### src/rtl/codec_reg_pkg.sv
package codec_reg_pkg;
  parameter int SLOT_W = 20;
  parameter int IDX_W  = 7;
  parameter int DATA_W = 16;
  parameter int ID_W   = 2;

  localparam logic [ID_W-1:0] PRIMARY_ID = '0;

  typedef struct packed {
    logic              rd;
    logic              wr;
    logic              impl;
    logic [IDX_W-1:0]  idx;
    logic [DATA_W-1:0] data;
  } access_t;
endpackage

### src/rtl/cra_qualify.sv
module cra_qualify
  import codec_reg_pkg::*;
#(
  parameter int NUM_REGS = 16
) (
  input  logic              fire,
  input  logic              ready,
  input  logic              fv,
  input  logic              s1v,
  input  logic              s2v,
  input  logic [ID_W-1:0]   tag_id,
  input  logic [ID_W-1:0]   own_id,
  input  logic [SLOT_W-1:0] s1,
  input  logic [SLOT_W-1:0] s2,
  output access_t           acc
);
  localparam int PAD1_W = SLOT_W - 1 - IDX_W;
  localparam int PAD2_W = SLOT_W - DATA_W;

  logic              is_read;
  logic [IDX_W-1:0]  idx;
  logic              addressed;
  logic              primary;
  logic              rd_tags_ok;
  logic              wr_tags_ok;
  logic              in_range;
  logic              unused_pad;

  assign is_read    = s1[SLOT_W-1];
  assign idx        = s1[SLOT_W-2 -: IDX_W];
  assign unused_pad = ^{s1[PAD1_W-1:0], s2[PAD2_W-1:0]};

  always_comb begin
    primary    = (own_id == PRIMARY_ID);
    addressed  = fire & ready & fv & (tag_id == own_id) & ~idx[0];
    rd_tags_ok = primary ? s1v : (~s1v & ~s2v);
    wr_tags_ok = primary ? (s1v & s2v) : (~s1v & ~s2v);
    in_range   = (int'(idx[IDX_W-1:1]) < NUM_REGS);

    acc.rd   = addressed & is_read & rd_tags_ok;
    acc.wr   = addressed & ~is_read & wr_tags_ok & in_range;
    acc.impl = in_range;
    acc.idx  = idx;
    acc.data = s2[SLOT_W-1 -: DATA_W];
  end
endmodule

### src/rtl/cra_regfile.sv
module cra_regfile #(
  parameter int NUM_REGS = 16,
  parameter int DATA_W   = 16,
  localparam int ADDR_W  = (NUM_REGS > 1) ? $clog2(NUM_REGS) : 1
) (
  input  logic              clk,
  input  logic              we,
  input  logic [ADDR_W-1:0] waddr,
  input  logic [DATA_W-1:0] wdata,
  input  logic              re,
  input  logic [ADDR_W-1:0] raddr,
  output logic [DATA_W-1:0] rdata
);
  logic [DATA_W-1:0] mem [NUM_REGS];

  always_ff @(posedge clk) begin
    if (we) mem[waddr] <= wdata;
    if (re) rdata <= mem[raddr];
  end
endmodule

### src/rtl/cra_read_queue.sv
module cra_read_queue #(
  parameter int IDX_W = 7
) (
  input  logic             clk,
  input  logic             rst,
  input  logic             load,
  input  logic [IDX_W-1:0] load_idx,
  input  logic             load_impl,
  input  logic             sent,
  output logic             pending,
  output logic [IDX_W-1:0] idx,
  output logic             impl
);
  always_ff @(posedge clk) begin
    if (rst) begin
      pending <= 1'b0;
      idx     <= '0;
      impl    <= 1'b0;
    end else if (load) begin
      pending <= 1'b1;
      idx     <= load_idx;
      impl    <= load_impl;
    end else if (sent) begin
      pending <= 1'b0;
    end
  end
endmodule

### src/rtl/codec_reg_access.sv
module codec_reg_access
  import codec_reg_pkg::*;
#(
  parameter int NUM_REGS = 16
) (
  input  logic              clk,
  input  logic              rst,
  input  logic              frame_done,
  input  logic              codec_ready,
  input  logic [ID_W-1:0]   own_id,
  input  logic              tag_frame_valid,
  input  logic              tag_slot1_valid,
  input  logic              tag_slot2_valid,
  input  logic [ID_W-1:0]   tag_codec_id,
  input  logic [SLOT_W-1:0] slot1_field,
  input  logic [SLOT_W-1:0] slot2_field,
  input  logic              rsp_sent,
  output logic              wr_stb,
  output logic [IDX_W-1:0]  wr_idx,
  output logic [DATA_W-1:0] wr_data,
  output logic              rd_pending,
  output logic [IDX_W-1:0]  rd_idx,
  output logic [DATA_W-1:0] rd_data
);
  localparam int ADDR_W = (NUM_REGS > 1) ? $clog2(NUM_REGS) : 1;

  access_t           acc;
  logic [DATA_W-1:0] ram_q;
  logic              rd_impl;

  cra_qualify #(.NUM_REGS(NUM_REGS)) u_qual (
    .fire   (frame_done),
    .ready  (codec_ready),
    .fv     (tag_frame_valid),
    .s1v    (tag_slot1_valid),
    .s2v    (tag_slot2_valid),
    .tag_id (tag_codec_id),
    .own_id (own_id),
    .s1     (slot1_field),
    .s2     (slot2_field),
    .acc    (acc)
  );

  cra_regfile #(.NUM_REGS(NUM_REGS), .DATA_W(DATA_W)) u_regs (
    .clk   (clk),
    .we    (acc.wr),
    .waddr (acc.idx[ADDR_W:1]),
    .wdata (acc.data),
    .re    (acc.rd & acc.impl),
    .raddr (acc.idx[ADDR_W:1]),
    .rdata (ram_q)
  );

  cra_read_queue #(.IDX_W(IDX_W)) u_rdq (
    .clk       (clk),
    .rst       (rst),
    .load      (acc.rd),
    .load_idx  (acc.idx),
    .load_impl (acc.impl),
    .sent      (rsp_sent),
    .pending   (rd_pending),
    .idx       (rd_idx),
    .impl      (rd_impl)
  );

  assign rd_data = rd_impl ? ram_q : '0;

  always_ff @(posedge clk) begin
    if (rst) begin
      wr_stb  <= 1'b0;
      wr_idx  <= '0;
      wr_data <= '0;
    end else begin
      wr_stb <= acc.wr;
      if (acc.wr) begin
        wr_idx  <= acc.idx;
        wr_data <= acc.data;
      end
    end
  end
endmodule

### config.mk
export PLATFORM = sky130hd
export DESIGN_NAME = codec_reg_access
export DESIGN_NICKNAME = d
export VERILOG_FILES = /design/src/rtl/codec_reg_pkg.sv /design/src/rtl/cra_qualify.sv /design/src/rtl/cra_regfile.sv /design/src/rtl/cra_read_queue.sv /design/src/rtl/codec_reg_access.sv
export SDC_FILE = /design/constraint.sdc
export NUM_CORES = 1
export LEC_CHECK = 0
export BUFFER_PORTS_ARGS = -buffer_cell sky130_fd_sc_hd__buf_4
export CORE_MARGIN = 10
export CORE_UTILIZATION = 60
export CTS_CLUSTER_DIAMETER = 100
export CTS_CLUSTER_SIZE = 8
export DETAILED_ROUTE_END_ITERATION = 12
export GPL_ROUTABILITY_DRIVEN = 0
export PLACE_DENSITY = 0.82
export SYNTH_ARGS = -nofsm -noshare
export SYNTH_HDL_FRONTEND = slang
export SYNTH_SLANG_ARGS = --single-unit
### constraint.sdc
create_clock -name clk -period 9.15 [get_ports clk]
set_clock_uncertainty 0.15 [all_clocks]
set_input_delay 1.3725 -clock clk [delete_from_list [all_inputs] [get_ports clk]]
set_output_delay 1.3725 -clock clk [all_outputs]
set_load 0.01 [all_outputs]
Yosys cells after proc, flatten, opt, wreduce, memory -nomap -nowiden. Memory sizes are Yosys's and may differ from the RTL's. A register that Yosys moved wholly into a read port is not among the register bits. Index checks and enable logic that the tools add are counted.

Register bits: 33. Bits in latches: 0. RAM bits: 256. ROM bits: 0. Input port bits: 52. Output and inout bits: 48. Logic and storage cells: 34. Memories: 1.

Add/sub/neg operators: 0. Multiply operators: 0. Div/mod/pow operators: 0. Order comparisons: 1. Equality and inequality tests: 1. Shift-type cells: 0. Mux-type cells: 7. Bitwise gates (word level): 16. Reductions and logical operators: 2.

Memory list: u_regs.mem (depth 16, bits a word 16, read ports 1, clocked after memory_dff 1, write ports 1, line cra_regfile.sv:14) `logic [DATA_W-1:0] mem [NUM_REGS];`.

Operators by type and width (count): 2-to-1 mux 16 bit (1); AND 1 bit (12); < comparator 6 x 5 -> 1 bit (second input constant) (1); 2-to-1 mux 1 bit (6); inverter 1 bit (4); == test 2 bit (1); logical NOT 2 bit (1); nonzero test 2 bit (1).

Depth between registers and ports, before layout. Gate-level depths: netlist (run 1).

Depth after elaboration: 9. Gate-level depth with buffers: 6. Depth with buffers taken out: 4.

Modules after synthesis. From an unflattened synthesis (run 1), not the netlist that was laid out.

Cell total of the unflattened synthesis: 593. Area, all modules: 11768.8 um^2.

By module, submodules not included: cra_regfile (times used 1, cells an instance 432, area each 10203.5 um^2); codec_reg_access (times used 1, cells an instance 94, area each 974.7 um^2); cra_read_queue (times used 1, cells an instance 30, area each 321.6 um^2); cra_qualify (times used 1, cells an instance 37, area each 269.0 um^2).

Least setup slack after synthesis (run 1). OpenSTA, ideal clock, no wires.

Kind: input to register. From: input port tag_codec_id[0]. To: memory u_regs.mem[12][0], enable pin. Data arrival time: 3699 ps. Path slack: 4871 ps. Stages: 5. Path buffers: 1. Cells stage by stage: xnor2_1 -> nand4_2 -> a211o_1 -> buf_6 -> nor4_1.

Cells in the longest elaborated chain, start to end: 8.

Ends and longest elaborated chain: from (decl) (line codec_reg_access.sv:14) `input logic [ID_W-1:0] tag_codec_id,`; == test 2 bit (line cra_qualify.sv:35) `addressed = fire & ready & fv & (tag_id == own_id) & ~idx[0];`; AND 1 bit (2 in series) (line cra_qualify.sv:35); AND 1 bit (3 in series) (line cra_qualify.sv:41) `acc.wr = addressed & ~is_read & wr_tags_ok & in_range;`; 2-to-1 mux 1 bit (line cra_regfile.sv:17) `if (we) mem[waddr] <= wdata;`; 2-to-1 mux 1 bit (implied by the code) (line cra_regfile.sv:17); to (decl) (line cra_regfile.sv:14).

Every way passes these cells.

Worst setup path after layout (run 1).
From: input port slot1_field[13]. To: memory u_regs.mem[11][1], enable pin.

Cells in the longest elaborated chain, start to end: 4.

Ends and longest elaborated chain: from (decl) (line codec_reg_access.sv:15) `input logic [SLOT_W-1:0] slot1_field,`; < comparator 6 x 5 -> 1 bit (line cra_qualify.sv:38) `in_range = (int'(idx[IDX_W-1:1]) < NUM_REGS);`; AND 1 bit (line cra_qualify.sv:41); 2-to-1 mux 1 bit (line cra_regfile.sv:17); 2-to-1 mux 1 bit (implied by the code) (line cra_regfile.sv:17).

Parallel ways exist; a longest one is shown, timed or not.

==> results of run 1 <==
==> area by class of cell <==
class | count | area (um^2) | area share [%]
tap | 265 | 332 | 2.36
sequential | 305 | 8830 | 62.9
clock inverter | 3 | 26.3 | 0.187
timing repair buffer | 102 | 766 | 5.45
multi-input combinational | 254 | 2890 | 20.6
inverter | 1 | 3.75 | 0.0267
clock buffer | 62 | 1190 | 8.48
==> power by group through the flow <==
stage	registers, mW	logic (mW)	clock network [mW]
final	1.52	0.116	1.43
after global placement	1.54	0.108	0
after floorplan	1.55	0.0673	0
after CTS	1.52	0.117	1.44
after detailed placement	1.54	0.115	0
after global routing	1.52	0.126	1.51
==> kinds of logic (layout without fill, tap and decap cells) <==
group                     after synthesis  in the layout  share of synthesized area, %
xor gates and xnor gates                1              1                        0.0740
DFF                                   305            305                          74.5
buffers and inverters                  38            168                          1.65
and+or+nand+nor                       123            123                          6.65
muxes                                  91             91                          14.5
AOI/OAI and AO/OA                      39             39                          2.63
==> tightest hold or removal path, stage by stage (launching register included) <==
cell	delay [ns]
dfxtp_1	0.30
nand2b_1	0.06
a21oi_1	0.05
==> placed cells by master (no fill, tap or decap), drive strengths merged, types with 2 or more instances in the layout <==
| cell | netlist | layout |
|---|---|---|
| a211o | 2 | 2 |
| a211oi | 2 | 2 |
| a22oi | 32 | 32 |
| and2 | 17 | 17 |
| buf | 16 | 102 |
| clkbuf | 21 | 62 |
| dfxtp | 33 | 33 |
| edfxtp | 272 | 272 |
| inv | 1 | 3 |
| mux2i | 26 | 26 |
| mux4 | 64 | 64 |
| nand2 | 18 | 18 |
| nand2b | 53 | 53 |
| nor2 | 4 | 4 |
| nor2b | 5 | 5 |
| nor3 | 12 | 12 |
| nor3b | 5 | 5 |
| nor4 | 6 | 6 |
==> registers in the layout (all words and copies together), names as in the netlist <==
name / cells
u_regs.mem: 256
wr_data: 16
wr_stb: 1
u_rdq.pending: 1
u_rdq.impl: 1
u_regs.rdata: 16
u_rdq.idx: 7
wr_idx: 7
==> per-layer routing <==
layer	up-vias	share of wire, %
met5	-	0
li1	2610	-
met1	3077	40
met4	0	2.6
met3	51	8.1
met2	310	49
==> path summary, 6_finish.rpt <==
check | startpoint | slack, ns | end
max reg2reg | u_regs.mem[14][7] | 7.35 | u_regs.rdata[7]
max | slot1_field[13] | 5.17 | u_regs.mem[11][1]
min reg2reg | u_rdq.pending | 0.32 | u_rdq.pending
min | u_rdq.pending | 0.32 | u_rdq.pending
==> stage by stage <==
stage | setup WS (ns) | utilization (%) | hold WS (ns) | area, um^2 | cells
2_1_floorplan | 4.87 | - | 0.343 | 11800 | 597
3_3_place_gp | 4.70 | 65.9 | 0.311 | 12800 | 927
3_5_place_dp | 4.62 | 65.9 | 0.313 | 12800 | 927
4_1_cts | 5.15 | 72.1 | 0.320 | 14000 | 992
5_1_grt | 4.90 | 72.1 | 0.341 | 14000 | 992
6_report | 5.17 | 72.1 | 0.318 | 14000 | 992
==> insert_results.sql, run 1 <==
INSERT INTO impl_metrics (metric_group, metric, value, unit) VALUES
('layout', 'area.growth.synth_to_final', '18.5', '%'),
('place', 'port-buffer-count', '83', ''),
('global_routing', 'met3_track_demand_over_resource', '5.16', '%'),
('global_routing', 'grt_max_degree', '73', ''),
('synthesis', 'main_area_contributors_after_synthesis', 'edfxtp_1 (69%), mux4_2 (12%), dfxtp_1 (5.6%), nand2b_1 (2.8%), mux2i_1 (2.2%)', ''),
('setup_path', 'critPathRequiredTime', '9.14', 'ns'),
('power', 'power_per_cell_area', '218', 'mW/mm^2'),
('detailed_routing', 'routed_wire_length', '25.4', 'mm'),
('setup_path', 'critical-path-max-stage-delay', '0.85', 'ns'),
('timing', 'timing.setup.tns', '0', 'ns'),
('synthesis', 'postSynthRegisterBits', '305', ''),
('timing', 'worst_pin_slew', '1.20', 'ns'),
('timing', 'max-slew-margin-rel', '19.7', '%'),
('global_routing', 'grt_use_met1', '25.8', '%'),
('layout', 'antenna-diode-count', '0', ''),
('layout', 'drive_above_1_share', '32.5', '%'),
('die', 'floorplan.die.width', '161', 'um'),
('setup_path', 'combined_buffer_and_inverter_count_along_the_critical_path', '2', ''),
('timing', 'rsz_0062_raised_after_global_routing', 'no', ''),
('setup_path', 'timing.critical_path.mode_cell', 'buf_4', ''),
('synthesis', 'ys.flop_type', 'edfxtp_1', ''),
('die', 'fp.coreArea', '0.0195', 'mm^2'),
('power', 'power.net_switching', '609', 'uW'),
('global_routing', 'grt_first_pass_wirelength', '39.5', 'mm'),
('cts', 'postCtsHoldBufs', '0', ''),
('synthesis', 'synthMostInstantiatedCell', 'edfxtp_1', ''),
('setup_path', 'cp-start-kind', 'input port', ''),
('die', 'die_ar', '0.0258', 'mm^2'),
('timing', 'layout_min_cycle_time', '3.98', 'ns'),
('synthesis', 'synth.top_cells.by_count', 'edfxtp_1 (272), mux4_2 (64), nand2b_1 (53)', ''),
('synthesis', 'yosys_warnings', '0', ''),
('setup_path', 'setup.worst_path.end_class', 'flip-flop', ''),
('detailed_routing', 'via_count', '6048', ''),
('timing', 'max_clock_freq', '252', 'MHz'),
('power', 'pwr-share-seq', '49.6', '%'),
('status', 'status', 'finished, final reports clean', ''),
('setup_path', 'r2r_cells', '3', ''),
('power', 'pwr-share-comb', '3.8', '%'),
('setup_path', 'critical_path_peak_fanout', '56', ''),
('power', 'internal_power', '2.45', 'mW'),
('setup_path', 'crit_slowest_cell', 'nor3_4', ''),
('cts', 'cts.sinks', '305', ''),
('synthesis', 'syn_std_cell_area', '0.0118', 'mm^2'),
('setup_path', 'cpLargestDelayFamily', 'simple AND/OR/NAND/NOR gates', ''),
('cts', 'cts_resized', '0', ''),
('timing', 'timing.final.max_slew_violations', '0', ''),
('layout', 'nNetsFinal', '760', ''),
('min_path', 'timing.hold.worst.class', 'flip-flop to flip-flop', ''),
('power', 'peakVddDrop', '0.153', 'mV'),
('synthesis', 'instance_count_of_the_mapped_netlist', '597', ''),
('detailed_routing', 'post_route_antenna_net_violation_count', '0', ''),
('cts', 'clock_tree.htree_level_count', '2', ''),
('synthesis', 'postSynth.asyncResetShare', '0', '%'),
('global_routing', 'track_usage', '19.8', '%'),
('place', 'post-dp-hpwl', '14.5', 'mm'),
('global_routing', 'grt_antenna_before_repair', '0', ''),
('synthesis', 'netlist-cell-type-count', '32', ''),
('die', 'floorplan.die.height', '161', 'um'),
('die', 'start_util', '60.9', '%'),
('detailed_routing', 'remaining_drc_errors', '0', ''),
('setup_path', 'worst_ep_arrival_time', '3.96', 'ns'),
('cts', 'clock_latency_reported_for_the_late_side_of_the_worst_skew_pair', '0.53', 'ns'),
('die', 'placement_rows', '51', ''),
('cts', 'cts-root-to-sink-buffers', '3', ''),
('synthesis', 'synthDominantCellAreaShare', '69.0', '%'),
('timing', 'hold_violations', '0', ''),
('setup_path', 'critical_path.cell_chain', 'buf_4, buf_4, nand2_1, nor3_4', ''),
('global_routing', 'top_usage_layer', 'met2', ''),
('timing', 'post-route-period-util', '43.5', '%'),
('timing', 'finalSetupViolCount', '0', ''),
('cts', 'cts_buffers', '44', '');
(Power assumes the default switching activity.)
==> run 2, diff against run 1 <==
--- a/config.mk
+++ b/config.mk
@@ -5,14 +5,15 @@
 export SDC_FILE = /design/constraint.sdc
 export NUM_CORES = 1
 export LEC_CHECK = 0
+export ABC_AREA = 1
 export BUFFER_PORTS_ARGS = -buffer_cell sky130_fd_sc_hd__buf_4
 export CORE_MARGIN = 10
-export CORE_UTILIZATION = 60
+export CORE_UTILIZATION = 54
 export CTS_CLUSTER_DIAMETER = 100
 export CTS_CLUSTER_SIZE = 8
 export DETAILED_ROUTE_END_ITERATION = 12
 export GPL_ROUTABILITY_DRIVEN = 0
-export PLACE_DENSITY = 0.82
+export PLACE_DENSITY = 0.78
 export SYNTH_ARGS = -nofsm -noshare
 export SYNTH_HDL_FRONTEND = slang
 export SYNTH_SLANG_ARGS = --single-unit
==> constraint.sdc (replaced) <==
create_clock -name clk -period 3.3 [get_ports clk]
set_clock_uncertainty 0.15 [all_clocks]
set_input_delay 0.495 -clock clk [delete_from_list [all_inputs] [get_ports clk]]
set_output_delay 0.495 -clock clk [all_outputs]
set_load 0.01 [all_outputs]
==> run 2 against run 1 <==
Compared with the run above: area after synthesis up 1.7%; clock power rose to 2.8 times the previous value; clock-buffer cell count up 1; sequential share of layout area down 1.2 points; combinational power rose to 3.1 times the previous value.
==> insert_results.sql, run 2 <==
INSERT INTO impl_metrics (metric_group, metric, value, unit) VALUES
('layout', 'area_of_all_placed_cells_without_fillers', '0.0143', 'mm^2'),
('synthesis', 'netlist-cell-type-count', '22', ''),
('die', 'start_util', '55.0', '%'),
('run', 'drv.max_cap_violation_count', '0', ''),
('power', 'power.clock.fraction', '46.6', '%'),
('synthesis', 'synth_top_family_by_area', 'simple AND/OR/NAND/NOR gates', ''),
('synthesis', 'synth_adder_area_share', '0', '%'),
('synthesis', 'fraction_of_synthesized_area_in_multiplexers', '0', '%'),
('power', 'pwr-share-comb', '4.2', '%'),
('detailed_routing', 'detail_route.iter0.violations', '804', ''),
('synthesis', 'synth.avg_cell_area', '11.2', 'um^2'),
('cts', 'clockRootBuffer', 'clkbuf_16', ''),
('power', 'power.share.switching', '20.3', '%'),
('die', 'boundaryPins', '100', ''),
('layout', 'largest_registers', 'u_regs.mem (256), u_regs.rdata (16), wr_data (16)', ''),
('setup_path', 'critical-path-max-stage-delay', '0.90', 'ns'),
('detailed_routing', 'remaining_drc_errors', '0', ''),
('synthesis', 'ys.flop_type', 'edfxtp_1', ''),
('global_routing', 'via_count_of_the_first_global_routing_pass', '8327', ''),
('setup_path', 'combined_buffer_and_inverter_count_along_the_critical_path', '2', ''),
('detailed_routing', 'dr.pass1.iters', '5', ''),
('cts', 'cts_resized', '0', ''),
('place', 'dpl-instance-area', '0.0131', 'mm^2'),
('global_routing', 'global_route.overflow_total', '0', ''),
('layout', 'num-fill-cells', '1542', ''),
('cts', 'cts-root-to-sink-buffers', '3', ''),
('synthesis', 'post_synth_and_or_nand_nor_area_fraction', '21.2', '%'),
('cts', 'cts_buffers', '44', ''),
('cts', 'path_clk_slew', '0.05', 'ns'),
('die', 'placement_rows', '54', ''),
('timing', 'timing.final.max_slew_violations', '0', ''),
('power', 'peakVddDrop', '0.430', 'mV'),
('synthesis', 'syn_nets', '1127', ''),
('timing', 'max_clock_freq', '396', 'MHz'),
('timing', 'worst_pin_slew', '1.11', 'ns'),
('die', 'die_ar', '0.0287', 'mm^2'),
('timing', 'layout_min_cycle_time', '2.53', 'ns'),
('layout', 'antenna-diode-count', '0', ''),
('synthesis', 'synth_compound_area_share', '1.45', '%'),
('min_path', 'timing.hold.worst.class', 'input port to flip-flop', ''),
('power', 'power.net_switching', '1.74', 'mW'),
('synthesis', 'syn_std_cell_area', '0.0120', 'mm^2'),
('timing', 'max-slew-margin-rel', '25.8', '%'),
('global_routing', 'track_usage', '20.3', '%'),
('global_routing', 'grt_max_degree', '50', ''),
('synthesis', 'synth-edff-count', '272', ''),
('layout', 'largest_register_ff_count', '256', ''),
('cts', 'cts_tree', 'built', ''),
('global_routing', 'grt_antenna_before_repair', '0', ''),
('synthesis', 'postSynthRegisterBits', '305', ''),
('layout', 'largest_register', 'u_regs.mem', ''),
('power', 'pwr-share-seq', '49.2', '%'),
('power', 'internal_power', '6.82', 'mW'),
('layout', 'final_cell_mix', 'nand2_1 (457), edfxtp_1 (272), buf_4 (117), nor2_1 (70), nand3_1 (58)', ''),
('synthesis', 'synth.yosys.seq_area_share', '73.3', '%'),
('layout', 'most_frequent_standard_cell_in_the_layout_excluding_fill_and_tap_cells', 'nand2_1', ''),
('detailed_routing', 'drt-wirelength-per-cell', '19.9', 'um'),
('cts', 'clock_latency_reported_for_the_late_side_of_the_worst_skew_pair', '0.52', 'ns'),
('cts', 'clock_tree.htree_level_count', '2', ''),
('setup_path', 'worst_ep_arrival_time', '1.88', 'ns'),
('synthesis', 'post-synth-top-area-cell', 'edfxtp_1', ''),
('detailed_routing', 'routed_wire_length', '29.6', 'mm'),
('layout', 'nNetsFinal', '1245', ''),
('synthesis', 'main_area_contributors_after_synthesis', 'edfxtp_1 (68%), nand2_1 (14%), dfxtp_1 (5.5%), nand3_1 (2.4%), nor2_1 (2.4%)', ''),
('setup_path', 'path_class', 'flip-flop to output port', ''),
('status', 'status', 'finished, final reports clean', ''),
('synthesis', 'synthDominantCellAreaShare', '67.8', '%'),
('setup_path', 'cp-start-kind', 'flip-flop', ''),
('die', 'floorplan.die.height', '169', 'um'),
('cts', 'postCtsSetupBuffers', '0', ''),
('setup_path', 'setup.worst_path.end_class', 'output port', ''),
('synthesis', 'instance_count_of_the_mapped_netlist', '1075', ''),
('timing', 'timing.hold.ws', '0.0197', 'ns'),
('setup_path', 'critPathRequiredTime', '2.65', 'ns'),
('detailed_routing', 'detail_route.vias_per_cell', '5.55', ''),
('timing', 'finalSetupViolCount', '0', ''),
('place', 'post-dp-hpwl', '17.6', 'mm'),
('layout', 'area.growth.synth_to_final', '18.8', '%'),
('power', 'power_per_cell_area', '599', 'mW/mm^2'),
('place', 'preCtsSetupSlack', '0.670', 'ns'),
('place', 'port-buffer-count', '83', ''),
('detailed_routing', 'via_count', '8284', ''),
('cts', 'cts.sinks', '305', ''),
('die', 'fp.coreArea', '0.0219', 'mm^2'),
('die', 'floorplan.die.width', '169', 'um'),
('setup_path', 'crit_slowest_cell', 'dfxtp_1', ''),
('synthesis', 'synthMostInstantiatedCell', 'nand2_1', ''),
('setup_path', 'critical_path.cell_chain', 'nand2_1, inv_1, buf_4', ''),
('timing', 'final_critical_path_setup_slack', '0.775', 'ns'),
('timing', 'rsz_0062_raised_after_global_routing', 'no', ''),
('synthesis', 'postSynth.asyncResetShare', '0', '%'),
('cts', 'postCtsHoldBufs', '0', ''),
('power', 'power.leakage', '5.65', 'nW'),
('synthesis', 'synth_xor_area_share', '0.145', '%'),
('detailed_routing', 'post_route_antenna_net_violation_count', '0', ''),
('synthesis', 'yosys_warnings', '0', ''),
('setup_path', 'critical_path_peak_fanout', '17', ''),
('timing', 'post-route-period-util', '76.5', '%'),
('layout', 'drive_above_1_share', '15.3', '%'),
('timing', 'timing.setup.tns', '0', 'ns'),
('setup_path', 'cpLargestDelayFamily', 'flip-flops', ''),
('timing', 'hold_violations', '0', ''),
('synthesis', 'synth.top_cells.by_count', 'nand2_1 (457), edfxtp_1 (272), nor2_1 (76)', ''),
('global_routing', 'grt_first_pass_wirelength', '45.5', 'mm');
run 2: cell types whose count changed in the layout (fill, tap and decap cells not counted), moves of 17 or more:
cell	change
a21oi_1	+17
a22oi_1	-32
and2_1	-17
inv_1	+49
mux2i_1	-26
mux4_2	-64
nand2_1	+439
nand2b_1	-53
nand3_1	+57
nand4_1	+32
nor2_1	+66
run 2: routing by layer:
| metal | up-vias | GRT usage (%) | part of all wire, % |
|---|---|---|---|
| met2 | 414 | 35.1 | 51 |
| met1 | 3983 | 24.4 | 37 |
| met5 | - | 0 | 0 |
| met3 | 60 | 4.98 | 8.9 |
| li1 | 3827 | - | - |
| met4 | 0 | 7.17 | 2.5 |
run 2: worst paths after layout:
path                       end  slack (ns)         start  depth (start not counted)
setup / recovery   rd_data[10]        0.77    u_rdq.impl                          3
hold reg to reg   u_rdq.idx[0]        0.29  u_rdq.idx[0]                          2
hold / removal      u_rdq.impl        0.02           rst                          2
setup reg to reg    u_rdq.impl        1.93    u_rdq.impl                          2
run 2: worst register-to-register path, stage by stage (launching register included):
cell and delay (ns):
dfxtp_1 0.90, nand2_1 0.11, a21oi_1 0.14
run 2: cell type report:
class                           instances  area, um^2  area share, %
Clock buffer                           63        1210           8.49
Clock inverter                          2        25.0          0.175
Inverter                               56         210           1.47
Multi-Input combinational cell        667        2760           19.3
Sequential cell                       305        8830           61.7
Tap cell                              280         350           2.45
Timing Repair Buffer                  119         918           6.42
run 2: power by group through the flow:
stage	logic, mW	registers [mW]	clock network (mW)
floorplan	0.191	4.29	0
global placement	0.340	4.28	0
detailed placement	0.350	4.28	0
CTS	0.355	4.21	4.03
global route	0.395	4.21	4.18
finish	0.358	4.21	4.00
run 2: kinds of logic after synthesis:
family                    after synthesis
AOI/OAI and AO/OA                      35
xor gates and xnor gates                2
buffers and inverters                 103
DFF                                   305
and+or+nand+nor                       630
run 2: stage by stage:
stage	power, mW	util [%]	cells
final	8.57	65.4	1492
after CTS	8.59	65.4	1492
after global routing	8.78	65.4	1492
after detailed placement	4.63	59.7	1427
after global placement	4.62	59.7	1427
after floorplan	4.48	-	1075
